`src/rtl/dma_gstop_pkg.sv`:
```
package dma_gstop_pkg;

    // Bus sequencer phase
    typedef enum logic [1:0] {
        PH_IDLE  = 2'd0,
        PH_READ  = 2'd1,
        PH_WRITE = 2'd2
    } bus_phase_e;

    // Channel request configuration
    typedef struct packed {
        logic burst;
        logic level;
    } chan_mode_t;

    // Request presented at a sampling point, by mode
    function automatic logic wants_xfer(chan_mode_t m, logic req_lvl,
                                        logic edge_held, logic run_on);
        if (m.level) return req_lvl;
        if (m.burst) return edge_held | run_on;
        return edge_held;
    endfunction

endpackage

```
`src/rtl/dma_gstop_reqdet.sv`:
```
module dma_gstop_reqdet
    import dma_gstop_pkg::*;
(
    input  logic       clk,
    input  logic       rst,
    input  logic       start,
    input  logic       active,
    input  logic       frozen,
    input  logic       accept,
    input  chan_mode_t mode,
    input  logic       req,
    output logic       want
);

    logic req_q;
    logic edge_held;
    logic run_on;
    logic rise;

    assign rise = req && !req_q;

    always_ff @(posedge clk) begin
        if (rst) begin
            req_q     <= 1'b0;
            edge_held <= 1'b0;
            run_on    <= 1'b0;
        end else begin
            req_q <= req;
            if (start) begin
                edge_held <= 1'b0;
                run_on    <= 1'b0;
            end else begin
                if (accept)
                    edge_held <= 1'b0;
                if (active && !frozen && rise)
                    edge_held <= 1'b1;
                if (frozen)
                    run_on <= 1'b0;
                else if (accept && mode.burst && !mode.level)
                    run_on <= 1'b1;
            end
        end
    end

    assign want = wants_xfer(mode, req, edge_held, run_on);

    // in cycle-steal edge mode one edge is consumed by one acceptance
    assert_edge_consumed_R2: assert property (@(posedge clk) disable iff (rst)
        (accept && !mode.level && !mode.burst && !rise && !start) |=> !edge_held);

endmodule

```
`src/rtl/dma_gstop_gate.sv`:
```
module dma_gstop_gate #(
    parameter int CNT_W  = 8,
    parameter int PEND_W = 2   // at most two outstanding: one in flight, one taken at idle
) (
    input  logic             clk,
    input  logic             rst,
    input  logic             start,
    input  logic             en,
    input  logic             end_cond,
    input  logic [CNT_W-1:0] count_init,
    input  logic             want,
    input  logic             at_idle,
    input  logic             wdone,
    output logic             accept,
    output logic             frozen,
    output logic             active,
    output logic             sticky,
    output logic             pend_nz
);

    logic              stop_held;
    logic [CNT_W-1:0]  remain;
    logic [PEND_W-1:0] pend;
    logic              sample;
    logic              stop_now;
    logic              can_take;
    logic              freeze_now;
    logic              finish;

    assign sample     = active && at_idle;
    assign stop_now   = stop_held || end_cond || !en;
    assign can_take   = sample && !frozen && (remain != '0);
    assign freeze_now = can_take && stop_now;
    assign accept     = can_take && !stop_now && want;
    assign finish     = sample && (pend == '0) && (frozen || remain == '0);
    assign pend_nz    = (pend != '0);

    always_ff @(posedge clk) begin
        if (rst) begin
            stop_held <= 1'b0;
            remain    <= '0;
            pend      <= '0;
            frozen    <= 1'b0;
            active    <= 1'b0;
            sticky    <= 1'b0;
        end else if (start) begin
            stop_held <= 1'b0;
            remain    <= count_init;
            pend      <= '0;
            frozen    <= 1'b0;
            active    <= 1'b1;
            sticky    <= 1'b0;
        end else begin
            if (active && (end_cond || !en))
                stop_held <= 1'b1;
            if (freeze_now) begin
                frozen <= 1'b1;
                sticky <= 1'b1;
            end
            if (accept) begin
                remain <= remain - 1'b1;
                pend   <= pend + 1'b1;
            end
            if (wdone)
                pend <= pend - 1'b1;
            if (finish)
                active <= 1'b0;
        end
    end

    // nothing is taken once frozen
    assert_no_take_frozen_R4: assert property (@(posedge clk) disable iff (rst)
        frozen |-> !accept);

    // a write never completes without an outstanding transfer
    assert_no_underflow_R5: assert property (@(posedge clk) disable iff (rst)
        wdone |-> pend_nz);

    // the channel drops active only when drained
    assert_drained_R5: assert property (@(posedge clk) disable iff (rst)
        $fell(active) |-> (pend == '0));

    // sticky flag clears only on a start
    assert_sticky_hold_R10: assert property (@(posedge clk) disable iff (rst)
        $fell(sticky) |-> $past(start));

endmodule

```
`src/rtl/dma_gstop_seq.sv`:
```
module dma_gstop_seq
    import dma_gstop_pkg::*;
#(
    parameter int ADDR_W = 16
) (
    input  logic              clk,
    input  logic              rst,
    input  logic              start,
    input  logic              pend_nz,
    input  logic [ADDR_W-1:0] src_base,
    input  logic [ADDR_W-1:0] dst_base,
    input  logic              bus_ready,
    output logic              bus_req,
    output logic              bus_we,
    output logic [ADDR_W-1:0] bus_addr,
    output logic              wdone,
    output logic              at_idle
);

    bus_phase_e        ph;
    logic [ADDR_W-1:0] src_ptr;
    logic [ADDR_W-1:0] dst_ptr;

    always_ff @(posedge clk) begin
        if (rst) begin
            ph      <= PH_IDLE;
            src_ptr <= '0;
            dst_ptr <= '0;
        end else begin
            if (start) begin
                src_ptr <= src_base;
                dst_ptr <= dst_base;
            end
            unique case (ph)
                PH_IDLE:  if (pend_nz)   ph <= PH_READ;
                PH_READ:  if (bus_ready) ph <= PH_WRITE;
                PH_WRITE: if (bus_ready) begin
                    ph      <= PH_IDLE;
                    src_ptr <= src_ptr + 1'b1;
                    dst_ptr <= dst_ptr + 1'b1;
                end
                default:  ph <= PH_IDLE;
            endcase
        end
    end

    assign bus_req  = (ph != PH_IDLE);
    assign bus_we   = (ph == PH_WRITE);
    assign bus_addr = (ph == PH_WRITE) ? dst_ptr : src_ptr;
    assign wdone    = (ph == PH_WRITE) && bus_ready;
    assign at_idle  = (ph == PH_IDLE);

    // a completed read is always followed by its write
    assert_write_follows_R6: assert property (@(posedge clk) disable iff (rst)
        (bus_req && !bus_we && bus_ready) |=> (bus_req && bus_we));

    // bus released after each write
    assert_bus_release_R9: assert property (@(posedge clk) disable iff (rst)
        (bus_req && bus_we && bus_ready) |=> !bus_req);

    // a stalled phase holds address and direction
    assert_hold_stall_R8: assert property (@(posedge clk) disable iff (rst)
        (bus_req && !bus_ready) |=> (bus_req && $stable(bus_we) && $stable(bus_addr)));

endmodule

```
`src/rtl/dma_gstop.sv`:
```
module dma_gstop
    import dma_gstop_pkg::*;
#(
    parameter int ADDR_W = 16,
    parameter int CNT_W  = 8,
    parameter int PEND_W = 2
) (
    input  logic              clk,
    input  logic              rst,
    input  logic              en,
    input  logic              burst_mode,
    input  logic              level_mode,
    input  logic              xfer_req,
    input  logic              end_cond,
    input  logic [CNT_W-1:0]  count_init,
    input  logic [ADDR_W-1:0] src_base,
    input  logic [ADDR_W-1:0] dst_base,
    output logic              bus_req,
    output logic              bus_we,
    output logic [ADDR_W-1:0] bus_addr,
    input  logic              bus_ready,
    output logic              idle,
    output logic              stop_flag
);

    logic       en_q;
    logic       start;
    logic       want;
    logic       accept;
    logic       frozen;
    logic       active;
    logic       pend_nz;
    logic       wdone;
    logic       at_idle;
    chan_mode_t mode;

    assign mode  = '{burst: burst_mode, level: level_mode};
    assign start = en && !en_q && !active;

    always_ff @(posedge clk) begin
        if (rst) en_q <= 1'b0;
        else     en_q <= en;
    end

    dma_gstop_reqdet u_reqdet (
        .clk    (clk),
        .rst    (rst),
        .start  (start),
        .active (active),
        .frozen (frozen),
        .accept (accept),
        .mode   (mode),
        .req    (xfer_req),
        .want   (want)
    );

    dma_gstop_gate #(.CNT_W(CNT_W), .PEND_W(PEND_W)) u_gate (
        .clk        (clk),
        .rst        (rst),
        .start      (start),
        .en         (en),
        .end_cond   (end_cond),
        .count_init (count_init),
        .want       (want),
        .at_idle    (at_idle),
        .wdone      (wdone),
        .accept     (accept),
        .frozen     (frozen),
        .active     (active),
        .sticky     (stop_flag),
        .pend_nz    (pend_nz)
    );

    dma_gstop_seq #(.ADDR_W(ADDR_W)) u_seq (
        .clk       (clk),
        .rst       (rst),
        .start     (start),
        .pend_nz   (pend_nz),
        .src_base  (src_base),
        .dst_base  (dst_base),
        .bus_ready (bus_ready),
        .bus_req   (bus_req),
        .bus_we    (bus_we),
        .bus_addr  (bus_addr),
        .wdone     (wdone),
        .at_idle   (at_idle)
    );

    assign idle = !active;

    // an idle channel never drives the bus
    assert_idle_quiet_R10: assert property (@(posedge clk) disable iff (rst)
        idle |-> !bus_req);

endmodule

```
`config.mk`:
```
export PLATFORM = sky130hd
export DESIGN_NAME = dma_gstop
export DESIGN_NICKNAME = d
export VERILOG_FILES = /design/src/rtl/dma_gstop_pkg.sv /design/src/rtl/dma_gstop_reqdet.sv /design/src/rtl/dma_gstop_gate.sv /design/src/rtl/dma_gstop_seq.sv /design/src/rtl/dma_gstop.sv
export SDC_FILE = /design/constraint.sdc
export NUM_CORES = 1
export LEC_CHECK = 0
export ABC_CLOCK_PERIOD_IN_PS = 5300
export CORE_MARGIN = 8
export CORE_UTILIZATION = 35
export CTS_CLUSTER_SIZE = 25
export DETAILED_ROUTE_END_ITERATION = 10
export GPL_TIMING_DRIVEN = 0
export PLACE_DENSITY = 0.63
export RECOVER_POWER = 50
export SLEW_MARGIN = 10
export SYNTH_ARGS = -nofsm -noshare
export SYNTH_HDL_FRONTEND = slang
export SYNTH_SLANG_ARGS = --single-unit
```
`constraint.sdc`:
```
create_clock -name clk -period 5.3 [get_ports clk]
set_clock_uncertainty 0.15 [all_clocks]
set_input_delay 0.795 -clock clk [delete_from_list [all_inputs] [get_ports clk]]
set_output_delay 0.795 -clock clk [all_outputs]
set_load 0.005 [all_outputs]
```
== Word-level counts from Yosys, hierarchy flattened ==
Cells that the tools add are included.
Operators by class
  add/sub/neg operators: 5
  multipliers: 0
  div/mod/pow operators: 0
  $lt $le $gt $ge: 0
  equality and inequality tests: 5
  shifts and indexed selects: 0
  multiplexer cells: 26
  bitwise gates (word level): 1
  reductions and logical operators: 41
Operators by type and width (number)
  $mux W16: 7
  $add A16 B1 Y16 const B: 2
  $logic_and A1 B1 Y1: 17
  $mux W8: 2
  $reduce_bool A2 Y1: 6
  $mux W1: 11
  $mux W2: 5
  $logic_not A8 Y1: 1
  $reduce_bool A8 Y1: 1
  $sub A8 B1 Y8 const B: 1
  $logic_not A1 Y1: 7
  $pmux W2 S3: 1
  $logic_not A2 Y1: 2
  $logic_or A1 B1 Y1: 4
  $ne A2 B2 Y1 const B: 2
  $reduce_and A3 Y1: 1
  $reduce_or A3 Y1: 1
  $add A2 B1 Y2 const B: 1
  $eq A2 B1 Y1 const B: 1
  $eq A2 B2 Y1 const B: 1
  $ne A2 B1 Y1 const B: 1
  $reduce_or A2 Y1: 1
  $sub A2 B1 Y2 const B: 1
  $or A1 B1 Y1: 1
Storage, ports and cells
  register bits: 51
  latch bits: 0
  bits in writable memories: 0
  memory bits (read-only): 0
  bits of input ports: 48
  output and inout bits: 20
  logic and storage cells: 90
  memories: 0

== Longest topological paths before layout ==
Gate-level depths: netlist of run 1.
  depth in word-level cells: 8
  depth in mapped cells: 6
  depth with buffers taken out: 6

== By module ==
From an unflattened synthesis of run 1, not the netlist that was laid out.
Second synthesis, totals
  cell total of the unflattened synthesis: 404
  area total of the unflattened synthesis: 3313.2 sq um
By module, submodules not included
  dma_gstop_seq: instances 1, cells each 272, area an instance 2218.4 sq um, seq. area each 680.7 sq um
  dma_gstop_gate: instances 1, cells each 115, area an instance 895.9 sq um, seq. area each 260.2 sq um
  dma_gstop_reqdet: instances 1, cells each 13, area an instance 156.4 sq um, seq. area each 60.1 sq um
  dma_gstop: instances 1, cells each 4, area an instance 42.5 sq um, seq. area each 20.0 sq um

== Least setup slack after synthesis of run 1 ==
Ideal clock, no wire load.
  path kind: reg2out
  start point: register u_seq.ph[0]
  end point: output bus_addr[10]
  data arrival time: 1.529 ns
  data required time: 4.355 ns
  path slack: 2.826 ns
  cell stages (with the launch flop): 5
  buffers on the path: 2
  cell sequence: dfxtp_1 nand2b_1 clkbuf_1 clkbuf_1 mux2_2
Between the ends
  longest elaborated chain between the ends: 2
Ends and longest elaborated chain
  start, declared: line dma_gstop_seq.sv:20  | bus_phase_e ph;
  start signal, assigned: line dma_gstop_seq.sv:26  | ph <= PH_IDLE;
  start signal, assigned: line dma_gstop_seq.sv:35  | PH_IDLE: if (pend_nz) ph <= PH_READ;
  start signal, assigned: line dma_gstop_seq.sv:36  | PH_READ: if (bus_ready) ph <= PH_WRITE;
  $eq A2 B2 Y1: line dma_gstop_seq.sv:49  | assign bus_addr = (ph == PH_WRITE) ? dst_ptr : src_ptr;
  $mux W16: line dma_gstop_seq.sv:49
  end, declared: line dma_gstop.sv:20  | output logic [ADDR_W-1:0] bus_addr,
Every way passes these cells.

== Worst setup path in the final report of run 1 ==
  start point: register u_seq.ph[0]
  end point: output bus_addr[13]
Same word-level chain as after synthesis.

==> flow_metrics.py, run 1 <==
metrics = {
    "status": {
        "status": "finished, final reports clean",
    },
    "final_layout": {
        "fin_nets": 501,
        "drive_above_1_share_pct": 7.56,
        "n_antenna_cell": 0,
        "regArea_um2": 1020,
        "fillerInstances": 830,
        "syn2layout_area_growth_pct": 30.8,
        "multiInputGateArea_um2": 1860,
    },
    "setup_path": {
        "crit_path_end_kind": "output pin",
        "critical_path.max_stage_delay_ns": 0.46,
        "cp_common_cell": "clkbuf_1",
        "reg2regPathDepth": 6,
        "required_ns": 4.36,
        "path_cells": "nand2b_1 > clkbuf_1 > clkbuf_1 > mux2_2 > clkdlybuf4s50_1",
        "r2r_start": "u_gate.active",
        "start_kind": "flip-flop",
        "worst-setup-path-type": "flip-flop to output pin",
        "r2r_end": "u_seq.src_ptr[15]",
        "cp_max_fo": 10,
        "regToRegSetupSlack_ns": 2.84,
        "worstPathArrival_ns": 2.68,
        "startpoint": "u_seq.ph[0]",
        "critPathSlowestCell": "clkbuf_1",
    },
    "detailed_routing": {
        "vias_per_cell": 5.73,
        "drt-pass1-iter-count": 5,
        "wire_per_inst_um": 17.3,
        "vias": 3199,
        "detail-route-antenna-nets": 0,
        "drc_errors": 0,
        "drt_wl_total_um": 9650,
        "drtIter0Drc": 200,
    },
    "place": {
        "dp_hpwl_um": 7230,
        "place.gp.congestion": 0.834,
        "port_buffers": 66,
    },
    "power": {
        "p_comb_share_pct": 19.8,
        "power_density_nw_per_um2": 243,
        "p_leak_uw": 0.00141,
        "p_sw_uw": 267,
        "seq_power_share_pct": 45.9,
        "peakVddDrop_uv": 104,
        "p_clk_share_pct": 34.3,
        "internal_power_uw": 696,
        "p_sw_share_pct": 27.7,
    },
    "floorplan": {
        "io-pin-count": 68,
        "core_area_um2": 8550,
        "initial_core_util_pct": 35.4,
        "die_area_um2": 11900,
        "die_x_um": 109,
        "dieHeight_um": 109,
        "rows": 34,
    },
    "logic_synthesis": {
        "yosys-top-cells-count": "dfxtp_1 (51), nor2_1 (36), nand2_1 (33), a21oi_1 (25), clkbuf_1 (24)",
        "synth_edf_count": 0,
        "yosys_warnings": 0,
        "async_flop_share_pct": 0,
        "synthFlopType": "dfxtp_1",
        "synthTopCellsByArea": "dfxtp_1 (34%), mux2_2 (5.6%), nor2_1 (4.5%)",
        "yosysMostFrequentCell": "dfxtp_1",
        "synth-seq-cells": 51,
        "syn-num-nets": 428,
        "syn-cell-area_um2": 3020,
        "synthCells": 376,
        "synth_cell_types": 56,
        "synth.avg_cell_area_um2": 8.04,
        "synth_top_area_cell": "dfxtp_1",
        "synth_top_area_share_pct": 33.8,
        "synth_seq_area_share_pct": 33.8,
    },
    "timing": {
        "fin_crit_sh_pct": 68.4,
        "hold_ws_ns": 0.355,
        "hold_violations": 0,
        "slew_viol_final": 0,
        "setup-tns-final_ns": 0,
        "worst_pin_slew_ns": 0.974,
        "maxSlewHeadroom_pct": 34.9,
        "rsz0062_at_grt": "false",
        "max_freq_ghz": 0.276,
        "finalSetupViolCount": 0,
        "post-route-min-period_ns": 3.63,
    },
    "cts": {
        "clockBufferDepth": 2,
        "root_buffer": "clkbuf_8",
        "ctsResizeCount": 0,
        "postCtsSetupBuffers": 0,
        "clk_pin_slew_worst_paths_ns": 0.10,
        "cts_sinks": 51,
        "postCtsHoldBufs": 0,
        "htreeDepth": 2,
        "cts_buffers": 5,
        "cts_tree": "yes",
        "clk_latency_ns": 0.31,
    },
    "global_route": {
        "grt_pass1_wl_um": 15800,
        "grt_pass1_vias": 3236,
        "grtUsageTotal_pct": 16.5,
        "grt_antenna_before_repair": 0,
        "overflow": 0,
        "grt_max_degree": 17,
    },
    "worst_hold_path": {
        "whs_endpoint": "u_reqdet.edge_held",
        "hold_start": "u_reqdet.edge_held",
        "hold_depth": 2,
        "hold_class": "flip-flop to flip-flop",
    },
    "run": {
        "cap_violations": 0,
    },
}
==> flip-flops by register name, indices dropped and copies added, names as in the netlist <==
signal,cells
en_q,1
u_gate.stop_held,1
u_seq.dst_ptr,16
u_seq.src_ptr,16
u_gate.active,1
u_gate.sticky,1
u_reqdet.edge_held,1
u_reqdet.run_on,1
u_gate.pend,2
u_seq.ph,2
u_reqdet.req_q,1
u_gate.remain,8
==> final cells by class <==
cell class / count / area share [%]
clock inverters: 3 / 1.71
plain buffers: 26 / 2.66
inverters: 9 / 0.854
repair buffers: 66 / 16.7
clock buffers: 5 / 1.74
multi-input cells: 290 / 47.1
flip-flops and latches: 51 / 25.8
well taps: 108 / 3.42
==> per-layer routing <==
layer | vias up | routed length, um | part of all wire [%] | global-route usage, %
met3 | 15 | 632 | 6.5 | 3.84
li1 | 1566 | - | - | -
met4 | 0 | 170 | 1.8 | 5.57
met5 | - | 0 | 0 | 0
met1 | 1507 | 4310 | 45 | 20.6
met2 | 111 | 4540 | 47 | 27.2
==> power by group through the flow <==
stage | logic (uW) | clock network [uW] | registers (uW)
6_report | 191 | 330 | 442
5_1_grt | 210 | 349 | 447
4_1_cts | 192 | 335 | 441
3_5_place_dp | 191 | 0 | 450
3_3_place_gp | 189 | 0 | 449
2_1_floorplan | 105 | 0 | 439
==> worst max-delay path by stage <==
stage | end
after floorplan | bus_addr[10]
after global placement | u_seq.dst_ptr[11]
after detailed placement | u_seq.src_ptr[6]
after CTS | bus_addr[13]
after global routing | bus_addr[13]
final | bus_addr[13]
==> kinds of logic after synthesis <==
logic type,count (synthesis),share of synthesized area [%]
buffers and inverters,35,4.59
adders and majority gates,4,1.66
AOI/OAI and AO/OA,106,23.4
xor gates and xnor gates,2,0.580
muxes,19,6.91
DFF,51,33.8
and+or+nand+nor,159,29.1
==> metrics by stage <==
stage / std cells / setup WS [ns] / instance area [um2] / util, % / power [uW]
6_report: 558 / 1.67 / 3960 / 46.3 / 963
3_3_place_gp: 550 / 1.88 / 3820 / 44.7 / 638
2_1_floorplan: 376 / 2.83 / 3020 / - / 544
3_5_place_dp: 550 / 1.86 / 3820 / 44.7 / 641
5_1_grt: 558 / 1.50 / 3960 / 46.3 / 1010
4_1_cts: 558 / 1.63 / 3960 / 46.3 / 968
==> worst max-delay path: cells and delay by family (launching register included) <==
| kind | cells | cell delay [ns] |
|---|---|---|
| buffers and inverters | 3 | 1.38 |
| flip-flops | 1 | 0.44 |
| multiplexers | 1 | 0.42 |
| AND/OR/NAND/NOR | 1 | 0.13 |
==> cell usage in the layout, fill, tap and decap left out, types with 3 or more instances in the layout <==
cell type,instances
mux2_2,15
nand2_1,33
a2bb2oi_1,3
clkdlybuf4s50_1,61
nor3_1,7
nand3_1,12
dfxtp_1,51
a22oi_1,4
a21oi_1,25
inv_1,9
nor2_1,36
or3_1,9
ha_1,4
nand4_1,9
or4_1,8
nor4_1,7
nand2b_1,3
a221oi_1,3
nor3b_1,5
nand3b_1,3
dlygate4sd3_1,5
nor2b_1,4
a31o_2,3
clkbuf_8,5
mux2i_1,4
a31oi_1,17
and4_1,3
o21ai_0,17
o211ai_1,7
and3_1,8
a311oi_1,8
o31ai_1,4
clkbuf_1,25
No activity file was read; power rests on OpenSTA's default activity.
==> run 2, diff against run 1 <==
--- a/config.mk
+++ b/config.mk
@@ -5,7 +5,7 @@
 export SDC_FILE = /design/constraint.sdc
 export NUM_CORES = 1
 export LEC_CHECK = 0
-export ABC_CLOCK_PERIOD_IN_PS = 5300
+export ABC_CLOCK_PERIOD_IN_PS = 3500
 export CORE_MARGIN = 8
 export CORE_UTILIZATION = 35
 export CTS_CLUSTER_SIZE = 25
==> constraint.sdc (replaced) <==
create_clock -name clk -period 3.5 [get_ports clk]
set_clock_uncertainty 0.15 [all_clocks]
set_input_delay 0.525 -clock clk [delete_from_list [all_inputs] [get_ports clk]]
set_output_delay 0.525 -clock clk [all_outputs]
set_load 0.005 [all_outputs]
==> run 2 against run 1 <==
Against the previous run: clock-buffer cell count did not move; clock power rose by 52%; combinational power rose by 51%; global-route usage did not move; via count barely moved; non-clock buffer count did not move; die area did not move; sequential power rose by 52%; routed wire length rose by 0.72%; final cell count did not move; critical path type unchanged; highest routed layer unchanged.
==> flow_metrics.py, run 2 (synthesis gave the netlist of run 1 again) <==
metrics = {
    "setup_path": {
        "worst-setup-path-type": "flip-flop to output pin",
        "r2r_start": "u_gate.active",
        "r2r_end": "u_seq.src_ptr[13]",
        "regToRegSetupSlack_ns": 0.93,
        "worstPathArrival_ns": 2.58,
        "start_kind": "flip-flop",
        "crit_path_end_kind": "output pin",
        "cp_max_fo": 10,
        "required_ns": 2.82,
        "reg2regPathDepth": 5,
    },
    "timing": {
        "max_freq_ghz": 0.308,
        "hold_violations": 0,
        "setup-tns-final_ns": 0,
        "finalSetupViolCount": 0,
        "post-route-min-period_ns": 3.25,
        "slew_viol_final": 0,
        "fin_crit_sh_pct": 92.9,
        "worst_pin_slew_ns": 1.07,
        "rsz0062_at_grt": "false",
        "maxSlewHeadroom_pct": 28.2,
    },
    "floorplan": {
        "core_area_um2": 8550,
        "die_x_um": 109,
        "dieHeight_um": 109,
        "io-pin-count": 68,
        "rows": 34,
        "die_area_um2": 11900,
        "initial_core_util_pct": 35.4,
    },
    "cts": {
        "cts_tree": "yes",
        "root_buffer": "clkbuf_8",
        "clockBufferDepth": 2,
        "postCtsHoldBufs": 0,
        "clk_pin_slew_worst_paths_ns": 0.10,
        "cts_sinks": 51,
        "cts_buffers": 5,
        "htreeDepth": 2,
        "clk_latency_ns": 0.31,
    },
    "global_route": {
        "grt_pass1_wl_um": 15800,
        "grt_max_degree": 17,
        "grtUsageTotal_pct": 16.5,
        "overflow": 0,
        "grt_antenna_before_repair": 0,
        "grt_pass1_vias": 3236,
    },
    "detailed_routing": {
        "drt-pass1-iter-count": 4,
        "drt_wl_total_um": 9720,
        "drc_errors": 0,
        "detail-route-antenna-nets": 0,
        "vias_per_cell": 5.74,
        "vias": 3202,
        "wire_per_inst_um": 17.4,
        "drtIter0Drc": 212,
    },
    "final_layout": {
        "n_antenna_cell": 0,
        "final_cell_area_um2": 3960,
        "drive_above_1_share_pct": 7.78,
        "mostFrequentLayoutCells": "clkdlybuf4s50_1 (61), dfxtp_1 (51), nor2_1 (36)",
        "final_common_cell": "clkdlybuf4s50_1",
        "reg_top3": "u_seq.dst_ptr (16), u_seq.src_ptr (16), u_gate.remain (8)",
        "final_core_util_pct": 46.3,
        "syn2layout_area_growth_pct": 30.9,
        "fin_nets": 501,
    },
    "place": {
        "place.gp.congestion": 0.834,
        "dp_hpwl_um": 7230,
        "postPlaceCellArea_um2": 3820,
        "port_buffers": 66,
    },
    "power": {
        "power_density_nw_per_um2": 369,
        "peakVddDrop_uv": 158,
        "p_leak_uw": 0.00141,
    },
    "worst_hold_path": {
        "hold_class": "flip-flop to flip-flop",
        "whs_endpoint": "u_reqdet.edge_held",
        "hold_depth": 2,
        "hold_start": "u_reqdet.edge_held",
    },
    "status": {
        "status": "finished, final reports clean",
    },
    "run": {
        "cap_violations": 0,
    },
}
-- run 2: changes by cell type in the layout (fill, tap and decap cells not counted) --
cell / previous run / this run
clkbuf_1: 25 / 24
clkbuf_2: 0 / 1
-- run 2: area by class of cell --
type,instances,area (um2)
Fill cell,832,4590
Multi-Input combinational cell,290,1860
Sequential cell,51,1020
Timing Repair Buffer,66,661
Tap cell,108,135
Buffer,26,106
Clock buffer,5,68.8
Clock inverter,3,67.6
Inverter,9,33.8
-- run 2: layer usage --
| metal | wire length (um) | vias up | GRT usage (%) |
|---|---|---|---|
| li1 | - | 1563 | - |
| met1 | 4320 | 1518 | 20.6 |
| met2 | 4570 | 108 | 27.2 |
| met3 | 661 | 13 | 3.84 |
| met4 | 165 | 0 | 5.57 |
| met5 | 0 | - | 0 |
-- run 2: per-stage QoR --
| stage | instances | power, uW | hold WS, ns | setup slack [ns] |
|---|---|---|---|---|
| after floorplan | 376 | 824 | 0.305 | 1.30 |
| after CTS | 558 | 1470 | 0.350 | 0.103 |
| after detailed placement | 550 | 970 | 0.336 | 0.331 |
| after global routing | 558 | 1520 | 0.400 | 0.0772 |
| final | 558 | 1460 | 0.355 | 0.250 |
| after global placement | 550 | 966 | 0.322 | 0.351 |
-- run 2: repair_timing --
action / 4_1_cts / 5_1_grt
resized for setup: 0 / 2
buffers inserted: 0 / 0
setup endpoints to repair: 0 / 6
-- run 2: worst max path at each step --
| stage | startpoint | to | cells past startpoint | slack (ns) |
|---|---|---|---|---|
| 2_1_floorplan | u_seq.ph[0] | bus_addr[10] | 4 | 1.30 |
| 3_3_place_gp | en | u_seq.dst_ptr[11] | 6 | 0.35 |
| 3_5_place_dp | en | u_seq.src_ptr[6] | 6 | 0.33 |
| 4_1_cts | u_seq.ph[0] | bus_addr[13] | 5 | 0.10 |
| 5_1_grt | u_seq.ph[0] | bus_addr[13] | 5 | 0.08 |
| 6_report | u_seq.ph[0] | bus_addr[13] | 5 | 0.25 |
-- run 2: critical path: stages, from the launching register on --
cell             delay, ns
dfxtp_1               0.44
nand2b_1              0.14
clkbuf_1              0.48
clkbuf_2              0.37
mux2_2                0.39
clkdlybuf4s50_1       0.46
-- run 2: power by group --
group / total, uW / internal [uW] / switching, uW
clock network: 501 / 285 / 216
logic: 289 / 150 / 140
registers: 670 / 619 / 50.9
